`src/rtl/vga_route_pkg.sv`:
```
package vga_route_pkg;

  // Memory sub-windows; bit i of a sub-window vector refers to entry i
  localparam int NUM_MEM_WIN = 3;
  localparam int SEG_W       = 20;

  typedef logic [SEG_W-1:0] seg_addr_t;

  localparam seg_addr_t MEM_WIN_LO [NUM_MEM_WIN] = '{20'hA0000, 20'hB0000, 20'hB8000};
  localparam seg_addr_t MEM_WIN_HI [NUM_MEM_WIN] = '{20'hAFFFF, 20'hB7FFF, 20'hBFFFF};

  // I/O port groups
  localparam int PORT_W = 12;
  typedef logic [PORT_W-1:0] port_t;

  localparam port_t MONO_LO  = 12'h3B0;
  localparam port_t MONO_HI  = 12'h3BB;
  localparam port_t COLC_LO  = 12'h3C0;
  localparam port_t COLC_HI  = 12'h3CF;
  localparam port_t COLD_LO  = 12'h3D0;
  localparam port_t COLD_HI  = 12'h3DF;

  typedef enum logic [1:0] {
    MAP_WHOLE = 2'b00,
    MAP_LOW64 = 2'b01,
    MAP_MONO  = 2'b10,
    MAP_COLOR = 2'b11
  } map_mode_e;

  // Which sub-windows the graphics engine owns for a given map mode
  function automatic logic [NUM_MEM_WIN-1:0] owned_windows(input map_mode_e mode);
    logic [NUM_MEM_WIN-1:0] m;
    case (mode)
      MAP_WHOLE: m = '1;
      MAP_LOW64: m = 3'b001;
      MAP_MONO:  m = 3'b010;
      default:   m = 3'b100;
    endcase
    return m;
  endfunction

endpackage

```
`src/rtl/vga_mem_dec.sv`:
```
module vga_mem_dec
  import vga_route_pkg::*;
#(
  parameter int ADDR_W = 32
) (
  input  logic [ADDR_W-1:0]      addr,
  output logic [NUM_MEM_WIN-1:0] sub_hit,
  output logic                   any_hit
);

  localparam int EXT_W = ADDR_W - SEG_W;

  for (genvar i = 0; i < NUM_MEM_WIN; i++) begin : g_win
    logic [ADDR_W-1:0] lo_w, hi_w;
    assign lo_w = {{EXT_W{1'b0}}, MEM_WIN_LO[i]};
    assign hi_w = {{EXT_W{1'b0}}, MEM_WIN_HI[i]};
    assign sub_hit[i] = (addr >= lo_w) && (addr <= hi_w);
  end

  assign any_hit = |sub_hit;

  // sub-windows are disjoint
  always_comb begin
    disjoint_win_chk: assert ($onehot0(sub_hit) || $isunknown(sub_hit))
      else $error("memory sub-window overlap");
  end

endmodule

```
`src/rtl/vga_io_dec.sv`:
```
module vga_io_dec
  import vga_route_pkg::*;
#(
  parameter int ADDR_W = 32
) (
  input  logic [ADDR_W-1:0] addr,
  output logic              in_mono,
  output logic              in_col_c,
  output logic              in_col_d,
  output logic              any_hit
);

  localparam int EXT_W = ADDR_W - PORT_W;

  // Full-width compares: any set high bit falls outside every range
  function automatic logic in_range(input logic [ADDR_W-1:0] a,
                                    input port_t lo, input port_t hi);
    return (a >= {{EXT_W{1'b0}}, lo}) && (a <= {{EXT_W{1'b0}}, hi});
  endfunction

  assign in_mono  = in_range(addr, MONO_LO, MONO_HI);
  assign in_col_c = in_range(addr, COLC_LO, COLC_HI);
  assign in_col_d = in_range(addr, COLD_LO, COLD_HI);
  assign any_hit  = in_mono | in_col_c | in_col_d;

endmodule

```
`src/rtl/vga_route_reg.sv`:
```
module vga_route_reg (
  input  logic clk,
  input  logic rst,
  input  logic valid_in,
  input  logic gfx_in,
  input  logic hit_in,
  output logic valid_q,
  output logic gfx_q,
  output logic hit_q
);

  always_ff @(posedge clk) begin
    if (rst) begin
      valid_q <= 1'b0;
      gfx_q   <= 1'b0;
      hit_q   <= 1'b0;
    end else begin
      valid_q <= valid_in;
      gfx_q   <= valid_in & gfx_in;
      hit_q   <= valid_in & hit_in;
    end
  end


  reset_idle_chk: assert property (@(posedge clk) rst |=> !valid_q && !gfx_q && !hit_q)
    else $error("R1 outputs not idle after reset");


  resp_follows_req_chk: assert property (@(posedge clk) disable iff (rst) valid_in |=> valid_q)
    else $error("R2 missing response");


  no_spurious_resp_chk: assert property (@(posedge clk) disable iff (rst) !valid_in |=> !valid_q && !gfx_q && !hit_q)
    else $error("R2 response without request");

endmodule

```
`src/rtl/vga_route_top.sv`:
```
module vga_route_top
  import vga_route_pkg::*;
#(
  parameter int ADDR_W = 32
) (
  input  logic              clk,
  input  logic              rst,
  input  logic              req_valid,
  input  logic              req_is_io,
  input  logic [ADDR_W-1:0] req_addr,
  input  logic              cfg_dev_en,
  input  logic              cfg_vga_en,
  input  logic              cfg_mem_en,
  input  logic              cfg_io_en,
  input  logic [1:0]        cfg_misc,
  input  logic [1:0]        cfg_map_mode,
  output logic              rsp_valid,
  output logic              rsp_to_gfx,
  output logic              rsp_hit
);

  logic [NUM_MEM_WIN-1:0] mem_sub;
  logic                   mem_hit;
  logic                   io_mono, io_col_c, io_col_d, io_hit;
  logic                   mem_allowed, io_allowed;
  logic                   mem_gfx, io_gfx;
  logic                   gfx_d, hit_d;

  vga_mem_dec #(.ADDR_W(ADDR_W)) u_mem (
    .addr    (req_addr),
    .sub_hit (mem_sub),
    .any_hit (mem_hit)
  );

  vga_io_dec #(.ADDR_W(ADDR_W)) u_io (
    .addr     (req_addr),
    .in_mono  (io_mono),
    .in_col_c (io_col_c),
    .in_col_d (io_col_d),
    .any_hit  (io_hit)
  );

  assign mem_allowed = cfg_dev_en & cfg_vga_en & cfg_mem_en & cfg_misc[1];
  assign io_allowed  = cfg_dev_en & cfg_vga_en & cfg_io_en;

  assign mem_gfx = mem_allowed & |(mem_sub & owned_windows(map_mode_e'(cfg_map_mode)));
  assign io_gfx  = io_allowed & (io_col_c | (io_col_d & cfg_misc[0]) | (io_mono & ~cfg_misc[0]));

  assign hit_d = req_is_io ? io_hit : mem_hit;
  assign gfx_d = req_is_io ? io_gfx : mem_gfx;

  vga_route_reg u_reg (
    .clk      (clk),
    .rst      (rst),
    .valid_in (req_valid),
    .gfx_in   (gfx_d),
    .hit_in   (hit_d),
    .valid_q  (rsp_valid),
    .gfx_q    (rsp_to_gfx),
    .hit_q    (rsp_hit)
  );


  miss_to_bridge_chk: assert property (@(posedge clk) disable iff (rst) rsp_valid && !rsp_hit |-> !rsp_to_gfx)
    else $error("R12 miss routed to graphics");


  mem_gate_chk: assert property (@(posedge clk) disable iff (rst)
      req_valid && !req_is_io && !(cfg_dev_en && cfg_vga_en && cfg_mem_en && cfg_misc[1]) |=> !rsp_to_gfx)
    else $error("R4 memory routed to graphics while disabled");


  io_gate_chk: assert property (@(posedge clk) disable iff (rst)
      req_valid && req_is_io && !(cfg_dev_en && cfg_vga_en && cfg_io_en) |=> !rsp_to_gfx)
    else $error("R8 I/O routed to graphics while disabled");


  mda_ports_bridge_chk: assert property (@(posedge clk) disable iff (rst)
      req_valid && req_is_io && (req_addr >= ADDR_W'(12'h3BC)) && (req_addr <= ADDR_W'(12'h3BF))
      |=> rsp_valid && !rsp_hit && !rsp_to_gfx)
    else $error("R11 ports 3BC-3BF not sent to bridge");

endmodule

```
`config.mk`:
```
export PLATFORM = sky130hd
export DESIGN_NAME = vga_route_top
export DESIGN_NICKNAME = d
export VERILOG_FILES = /design/src/rtl/vga_route_pkg.sv /design/src/rtl/vga_mem_dec.sv /design/src/rtl/vga_io_dec.sv /design/src/rtl/vga_route_reg.sv /design/src/rtl/vga_route_top.sv
export SDC_FILE = /design/constraint.sdc
export NUM_CORES = 1
export LEC_CHECK = 0
export ABC_AREA = 1
export CORE_MARGIN = 10
export CORE_UTILIZATION = 33
export CTS_BUF_LIST = sky130_fd_sc_hd__clkbuf_2 sky130_fd_sc_hd__clkbuf_4 sky130_fd_sc_hd__clkbuf_8
export CTS_CLUSTER_DIAMETER = 50
export DETAILED_ROUTE_END_ITERATION = 8
export PLACE_DENSITY = 0.95
export SKIP_LAST_GASP = 1
export SLEW_MARGIN = 20
export SYNTH_ARGS = -nofsm -noshare
export SYNTH_HDL_FRONTEND = slang
export SYNTH_SLANG_ARGS = --single-unit
```
`constraint.sdc`:
```
create_clock -name clk -period 2.3 [get_ports clk]
set_input_delay 0.345 -clock clk [delete_from_list [all_inputs] [get_ports clk]]
set_output_delay 0.345 -clock clk [all_outputs]
set_load 0.02 [all_outputs]
```
Word level (Yosys, flattened, before mapping)
Index checks and enable logic that the tools add are counted.
{"block": "word_totals", "inputBits": 44, "reg_bits": 3, "wordCells": 45, "output_inout_bits": 3}
{"block": "classes", "order_cmp": 12, "mux": 3, "bitwise_logic": 16, "eq_ne": 2, "n_reduce_logical": 9}
{"operator": "32-bit by 10-bit greater-or-equal comparator with 1-bit output, second input constant", "count": 3}
{"operator": "32-bit by 20-bit greater-or-equal comparator with 1-bit output, second input constant", "count": 3}
{"operator": "32-bit by 10-bit less-or-equal comparator with 1-bit output, second input constant", "count": 3}
{"operator": "32-bit by 20-bit less-or-equal comparator with 1-bit output, second input constant", "count": 3}
{"operator": "1-bit bitwise AND", "count": 10}
{"operator": "3-bit one-hot mux with 3 select lines", "count": 1}
{"operator": "1-bit logical AND", "count": 6}
{"operator": "3-bit OR reduction", "count": 2}
{"operator": "1-bit OR", "count": 4}
{"operator": "3-bit bitwise AND", "count": 1}
{"operator": "2-bit by 1-bit == test with 1-bit output, second input constant", "count": 1}
{"operator": "2-bit == test, second input constant", "count": 1}
{"operator": "2-bit zero test", "count": 1}
{"operator": "1-bit two-way mux", "count": 2}
{"operator": "1-bit NOT", "count": 1}

Logic depth before layout (Yosys ltp)
Gate-level depths: netlist of run 1.
{"block": "depth", "depth_word": 8, "depth_mapped": 11, "ltp_nobuf": 11}

Hierarchy
From an unflattened synthesis of run 1, not the netlist that was laid out.
{"block": "hier_totals", "hier_cells": 133, "hier_area_um2": 651.9}
{"mod": "vga_io_dec", "seq_area_each_um2": 0.0, "area_per_inst_um2": 242.7, "cells_per_inst": 57, "instances": 1}
{"mod": "vga_mem_dec", "seq_area_each_um2": 0.0, "area_per_inst_um2": 163.9, "cells_per_inst": 36, "instances": 1}
{"mod": "vga_route_top", "seq_area_each_um2": 0.0, "area_per_inst_um2": 162.7, "cells_per_inst": 31, "instances": 1}
{"mod": "vga_route_reg", "seq_area_each_um2": 60.1, "area_per_inst_um2": 82.6, "cells_per_inst": 9, "instances": 1}

Worst setup path before layout of run 1
OpenSTA, ideal clock, no wires.
{"block": "synth_timing", "path_type": "in2reg", "startpoint": "input port cfg_map_mode[0]", "endpoint": "register u_reg.gfx_q", "setup_ns": 0.115, "setup_slack_ns": 1.040, "stages": 7, "arrival_ns": 1.145, "n_path_buf": 0, "path_cell_list": "inv_1 > ha_1 > or2_2 > nand4_1 > nand3_1 > a21oi_1 > nor2_1"}
{"block": "synth_between", "elab_chain_cells": 7, "word_cells_on_any_way": 9, "classes_between": "2 x eq/ne; 2 x mux; 3 x bitwise; 2 x reduce/logical"}
{"element": "from (decl)", "line_no": "vga_route_top.sv:16", "source": "input logic [1:0] cfg_map_mode,"}
{"element": "2-bit == test (tied with other cells)", "line_no": "vga_route_pkg.sv:33", "source": "case (mode)"}
{"element": "3-bit one-hot mux with 3 select lines *", "line_no": "vga_route_pkg.sv:33"}
{"element": "3-bit bitwise AND *", "line_no": "vga_route_top.sv:46", "source": "assign mem_gfx = mem_allowed & |(mem_sub & owned_windows(map_mode_e'(cfg_map_mode)));"}
{"element": "3-bit OR reduction *", "line_no": "vga_route_top.sv:46"}
{"element": "1-bit bitwise AND *", "line_no": "vga_route_top.sv:46"}
{"element": "1-bit two-way mux *", "line_no": "vga_route_top.sv:50", "source": "assign gfx_d = req_is_io ? io_gfx : mem_gfx;"}
{"element": "1-bit bitwise AND *", "line_no": "vga_route_reg.sv:19", "source": "gfx_q <= valid_in & gfx_in;"}
{"element": "to (signal assigned)", "line_no": "vga_route_reg.sv:19"}
{"element": "to (decl)", "line_no": "vga_route_reg.sv:8", "source": "output logic gfx_q,"}
Every way passes the cells marked *; elsewhere a longest branch is shown, timed or not.
A chain may end at the register's enable or synchronous reset.

Worst setup path after layout of run 1
Ends and elaborated chain as after synthesis.

==> summary.md, run 1 <==
| Metric | Value |
|---|---|
| Mean post-synth cell area | roughly 5.4 µm² |
| Post-cts hold buffer count | 0 |
| Fraction of layout instances using a drive strength above 1 | 7.97% |
| Post-detail-place hpwl | 1680 µm |
| Initial antenna violation count | 0 |
| Leading cell type in the layout, fill and taps excluded | sky130_fd_sc_hd__clkdlybuf4s50_1 |
| Core Util, Final | between 70% and 80% |
| Post-layout instance count excluding filler cells | 153 |
| Combined area of all synthesized cells | around 490 µm² |
| Area of the die | 3420 µm² |
| Net count of the mapped netlist | 138 |
| RSZ-0062 raised after global routing | false |
| Area fraction in compound gates after synthesis | under 10% |
| Cell leakage power | 0.468 nW |
| Fraction of the yosys area taken by sequential cells | between 10% and 20% |
| Setup crit end kind | flip-flop |
| Largest cells by area after synthesis | sky130_fd_sc_hd__nor2_1, sky130_fd_sc_hd__nand2_1, sky130_fd_sc_hd__dfxtp_1, sky130_fd_sc_hd__ha_1, sky130_fd_sc_hd__inv_1 |
| Aggregate negative setup slack | 0 ps |
| Multiplexer share of the synthesized area | 0% |
| Worst path buffer plus inverter count | 2 |
| Power Dens Cells | 275 nW/µm² |
| Residual DRC | 0 |
| Slew at the pin with the worst max-slew slack | 233 ps |
| Yosys top cell by area | sky130_fd_sc_hd__nor2_1 |
| Gate Count Post-Synth | 90 |
| Setup crit start kind | input pin |
| CTS tree | done |
| Post-Place Setup Slack | 428 ps |
| Class of the tightest hold or removal check | input pin to flip-flop |
| Status | completed |
| Pin count of the biggest net entering global routing | 7 |
| Share of synthesized cell area in full adder, half adder and majority cells | 10.2% |
| Drt total wl | 1770 µm |
| Final period util | a little over two thirds |
| Final-report hold violation count | 0 |
| Area added between synthesis and finish | 100% |
| Post-synthesis xor/xnor area fraction | 0% |
| Critical path peak fanout | 3 |
| Post-synthesis sequential element count | 3 |
| Buffers added on ports | 44 |
| Die Y | 58.5 µm |
| Violation count after the first detailed-route iteration | 6 |
| Number of cell rows | 13 |
| Iteration count of the initial detailed-routing pass | 3 |
| Post-route minimum period | approximately 1600 ps |
| Detailed-route vias per instance | 4.68 |
| Sink count of the clock tree | 3 |
| Aggregate global routing overflow | 0 |
| Share of the synthesized area in the top cell type | 19.2% |
| Effective utilization at floorplan | between 30% and 40% |
| Average wire per standard cell | 11.6 µm |
| Final-report setup violation count | 0 |
| Number of different library cells in the post-synthesis netlist | 17 |
| Global placement routability congestion | 0.721 |
| Clock input transition at the sequential cells of the worst setup and hold paths | 40 ps |
| Placed cell count | around 150 |
| Inserted Diodes | 0 |
| H-Tree Level Count | 1 |
| Cells along the critical path | clkdlybuf4s50_1, inv_1, ha_1, or2_2, nand4_1, nand3_1, a21oi_1, nor2_1 |
| Crit-path leading delay family | buffers and inverters |
| Number of buffers added for setup after CTS | 0 |
| Worst-case clock buffer depth | 2 |
| Count of cells resized by post-cts repair | 0 |
| Final net count | approximately 190 |
| Via count of the routed design | about 720 |
| Basic-gate share of the synthesized area counting and, or, nand and nor cells | 63.2% |
| Max Cap Viol | 0 |
| Commonest cells after routing, fill and taps aside | sky130_fd_sc_hd__clkdlybuf4s50_1, sky130_fd_sc_hd__nor2_1, sky130_fd_sc_hd__nand2_1 |
| Dominant combinational cell family by area after synthesis | simple AND/OR/NAND/NOR gates |
| Clock tree root driver cell | sky130_fd_sc_hd__clkbuf_4 |
| Core region area | 1350 µm² |
| Vias in the first global route | roughly 800 |
| Setup CP Type | input pin to flip-flop |
| Arr. time, crit path | 1750 ps |
| Worst slew margin relative to its limit | 84.3% |
| Slowest cell on the critical path | sky130_fd_sc_hd__clkdlybuf4s50_1 |
| Yosys warnings | 0 |
| Longest individual stage delay on the worst path | between 500 and 600 ps |
| Tot Pwr | 0.269 mW |
| First-pass GRT wire length | 2970 µm |
| Die width | 58.5 µm |
| CP Data Required Time | 2420 ps |
| Number of placed I/O pins | 47 |
| Total CTS buffers | 3 |
| Total routing resource utilization after global routing | 10.4% |
| Remaining antenna violation count after routing | 0 |
| Maximum clock rate | 615 MHz |
| Maximum VDD drop | around 0.10 mV |
| Pins Over Slew Limit | 0 |
| Post-route worst setup slack | a little under 700 ps |
==> tightest hold or removal path: cells and delay by family <==
family,cells,cell delay (ps)
buffers and inverters,2,450
and+or+nand+nor,1,50
==> where the power goes <==
part,switching [mW],leakage [nW],total [mW],internal (mW)
registers,0.000473,0.0246,0.0547,0.0542
clock network,0.0266,0.0184,0.103,0.0767
logic,0.0345,0.425,0.111,0.0763
==> cells by family (layout without fill, tap and decap cells) <==
family          Yosys count  after routing
compound gates            6              6
fa+ha+maj                 4              4
buf+inv                  10             58
flops                     3              3
simple gates             67             67
==> Yosys cell counts <==
cell type and n:
sky130_fd_sc_hd__o211ai_1 1, sky130_fd_sc_hd__nand3_1 7, sky130_fd_sc_hd__a21oi_1 2, sky130_fd_sc_hd__nand3b_1 1, sky130_fd_sc_hd__nor2_4 1, sky130_fd_sc_hd__or2_2 1
sky130_fd_sc_hd__o21ai_0 3, sky130_fd_sc_hd__ha_1 4, sky130_fd_sc_hd__nor2_2 3, sky130_fd_sc_hd__nand4_1 3, sky130_fd_sc_hd__nand2_1 23, sky130_fd_sc_hd__nor2_1 25
sky130_fd_sc_hd__inv_1 10, sky130_fd_sc_hd__nand3b_4 1, sky130_fd_sc_hd__dfxtp_1 3, sky130_fd_sc_hd__nor3_1 1, sky130_fd_sc_hd__nand2_2 1
==> registers in the layout, indices dropped and copies added (netlist names) <==
register and count:
u_reg.hit_q 1, u_reg.valid_q 1, u_reg.gfx_q 1
==> per-stage QoR <==
stage / hold slack [ps] / area (µm²)
after global placement: 903 / 948
after global routing: 681 / 978
final: 665 / 978
after floorplan: 436 / 489
after CTS: 658 / 978
after detailed placement: 908 / 948
==> routing by layer <==
metal,vias to the layer above,GRT usage [%],part of all wire (%)
met5,-,0,0
met1,309,7.54,33
met2,23,22.5,58
met3,0,4.29,8.8
li1,384,-,-
met4,0,3.69,0
==> final cells by class <==
cell class,instances,area [µm²]
tap,15,18.8
sequential,3,60.1
timing repair buffer,44,440
clock buffer,4,30.0
multi-input combinational,77,392
inverter,10,37.5
fill,122,372
==> final timing paths <==
check / from / cells after the start / to / slack (ps)
min: req_valid / 3 / u_reg.valid_q$_SDFF_PP0_ / 670
max: cfg_map_mode[0] / 8 / u_reg.gfx_q$_SDFF_PP0_ / 670
Note: power is estimated with default switching activity, not from simulation.
==> inputs of run 2 (changes only) <==
Settings changed: CORE_UTILIZATION 33 to 27, PLACE_DENSITY 0.95 to 0.87.
Clock period 2.3 ns to 1.45 ns, I/O delays scaled along.
==> run 2 against run 1 <==
  * Flip-flop and latch count unchanged
  * Final cell count up 9.2%
  * Die area up 14%
  * Setup slack worse by 590 ps
  * Worst hold slack worse by 130 ps
  * Via count up 9.8%
  * First-iteration DRC count rose to 3.2 times the previous value
==> summary.md, run 2 (same netlist as run 1, synthesis figures left out) <==
| Metric | Value |
|---|---|
| Power Dens Cells | 395 nW/µm² (was 275 nW/µm²) |
| Residual DRC | 0 (unchanged) |
| Aggregate global routing overflow | 0 (unchanged) |
| Drt total wl | 2160 µm (was 1770 µm) |
| Clock input transition at the sequential cells of the worst setup and hold paths | 40 ps (about the same) |
| Commonest cells after routing, fill and taps aside | sky130_fd_sc_hd__dlymetal6s2s_1, sky130_fd_sc_hd__nor2_1, sky130_fd_sc_hd__nand2_1 (was sky130_fd_sc_hd__clkdlybuf4s50_1, sky130_fd_sc_hd__nor2_1, sky130_fd_sc_hd__nand2_1) |
| Maximum clock rate | about 730 MHz |
| Largest registers ranked by flip-flop count | u_reg.gfx_q x1, u_reg.hit_q x1, u_reg.valid_q x1 (unchanged) |
| Core Util, Final | 65.0% (was 72.5%) |
| Post-Place Setup Slack | -289 ps (was 428 ps) |
| Post-detail-place hpwl | 1840 µm (was 1680 µm) |
| Fraction of layout instances using a drive strength above 1 | 18.3% (was 7.97%) |
| Pin count of the biggest net entering global routing | 6 (was 7) |
| Buffers added on ports | 44 (unchanged) |
| Status | completed (unchanged) |
| Detailed-route vias per instance | 4.71 (was 4.68) |
| Via count of the routed design | 786 (was 716) |
| CP Data Required Time | 1230 ps (was 2420 ps) |
| Post-layout instance count excluding filler cells | 167 (was 153) |
| Area post-placement | 983 µm² (was 948 µm²) |
| Worst slew margin relative to its limit | 84.9% (was 84.3%) |
| Average wire per standard cell | 12.9 µm (was 11.6 µm) |
| Final-report setup violation count | 0 (unchanged) |
| Slowest cell on the critical path | sky130_fd_sc_hd__clkdlybuf4s50_1 (unchanged) |
| Worst path buffer plus inverter count | 1 (was 2) |
| Slew at the pin with the worst max-slew slack | 225 ps (was 233 ps) |
| Cells along the critical path | clkdlybuf4s50_1 (was clkdlybuf4s50_1, inv_1, ha_1, or2_2, nand4_1, nand3_1, a21oi_1, nor2_1) |
| Leading cell type in the layout, fill and taps excluded | sky130_fd_sc_hd__dlymetal6s2s_1 (was sky130_fd_sc_hd__clkdlybuf4s50_1) |
| Setup crit start kind | flip-flop (was input pin) |
| Effective utilization at floorplan | 28.3% (was 36.2%) |
| Setup CP Type | flip-flop to output port (was input pin to flip-flop) |
| Core region area | 1730 µm² (was 1350 µm²) |
| Worst-case clock buffer depth | 2 (unchanged) |
| Die width | 62.6 µm (was 58.5 µm) |
| Post-route minimum period | 1360 ps |
| Sink count of the clock tree | 3 (unchanged) |
| Max Cap Viol | 0 (unchanged) |
| Maximum VDD drop | 0.339 mV (was 0.104 mV) |
| Inserted Diodes | 0 (unchanged) |
| Total CTS buffers | 3 (unchanged) |
| Area added between synthesis and finish | 129% (was 100%) |
| Global placement routability congestion | 0.744 (was 0.721) |
| Critical path peak fanout | 1 (was 3) |
| Pins Over Slew Limit | 0 (unchanged) |
| Setup crit end kind | output port (was flip-flop) |
| Remaining antenna violation count after routing | 0 (unchanged) |
| CTS tree | done (unchanged) |
| Violation count after the first detailed-route iteration | 19 (was 6) |
| Total routing resource utilization after global routing | 10.1% (was 10.4%) |
| First-pass GRT wire length | 3210 µm (was 2970 µm) |
| Final net count | 191 (was 187) |
| Final-report hold violation count | 0 (unchanged) |
| Number of placed I/O pins | 47 (unchanged) |
| Post-route worst setup slack | 86.7 ps (was 674 ps) |
| Initial antenna violation count | 0 (unchanged) |
| Class of the tightest hold or removal check | input pin to flip-flop (unchanged) |
| H-Tree Level Count | 1 (unchanged) |
| Vias in the first global route | 804 (was 798) |
| Clock tree root driver cell | sky130_fd_sc_hd__clkbuf_4 (unchanged) |
| Design area | 1120 µm² (was 978 µm²) |
| Arr. time, crit path | 1150 ps (was 1750 ps) |
| Cell leakage power | 0.709 nW (was 0.468 nW) |
| Final period util | 94.0% |
| Longest individual stage delay on the worst path | 600 ps (was 510 ps) |
| Number of cell rows | 15 (was 13) |
| Crit-path leading delay family | buffers and inverters (unchanged) |
| Placed cell count | 162 (was 149) |
| Die Y | 62.6 µm (was 58.5 µm) |
| Iteration count of the initial detailed-routing pass | 4 (was 3) |
| Area of the die | 3910 µm² (was 3420 µm²) |
run 2: repair_timing:
item                                    CTS  global route
resized for setup                         1            37
pin swaps                                 0            26
hold buffers                              0             0
setup buffers                             0             1
endpoints found under the setup margin    1             2
run 2: layer usage:
metal  wire length, µm  share of wire [%]  GRT usage, %
met5                 0                  0             0
met3               209                9.7          5.91
met4                22                1.0          3.63
met1               672                 31          7.27
met2              1260                 58          20.6
run 2: final timing paths:
path	from	endpoint	slack, ps	depth (start not counted)
min	req_valid	u_reg.valid_q$_SDFF_PP0_	530	3
max	u_reg.gfx_q$_SDFF_PP0_	rsp_to_gfx	90	1
run 2: layout make-up:
| type | count | area, µm² |
|---|---|---|
| inverter | 10 | 37.5 |
| multi-input combinational | 77 | 434 |
| tap | 25 | 31.3 |
| fill | 141 | 604 |
| sequential | 3 | 60.1 |
| clock buffer | 4 | 30.0 |
| timing repair buffer | 48 | 529 |
run 2: power by group:
part,internal [mW],switching [mW],leakage [nW]
Combinational,0.116,0.0663,0.666
Clock,0.122,0.0522,0.0184
Sequential,0.0859,0.000696,0.0246
Total,0.324,0.119,0.709
run 2: through the flow:
stage	hold slack (ps)	power, mW	TNS (ps)
finish	533	0.443	0
global route	553	0.477	-7.57
CTS	539	0.446	0
global placement	777	0.263	-346
detailed placement	792	0.271	-468
floorplan	308	0.134	0
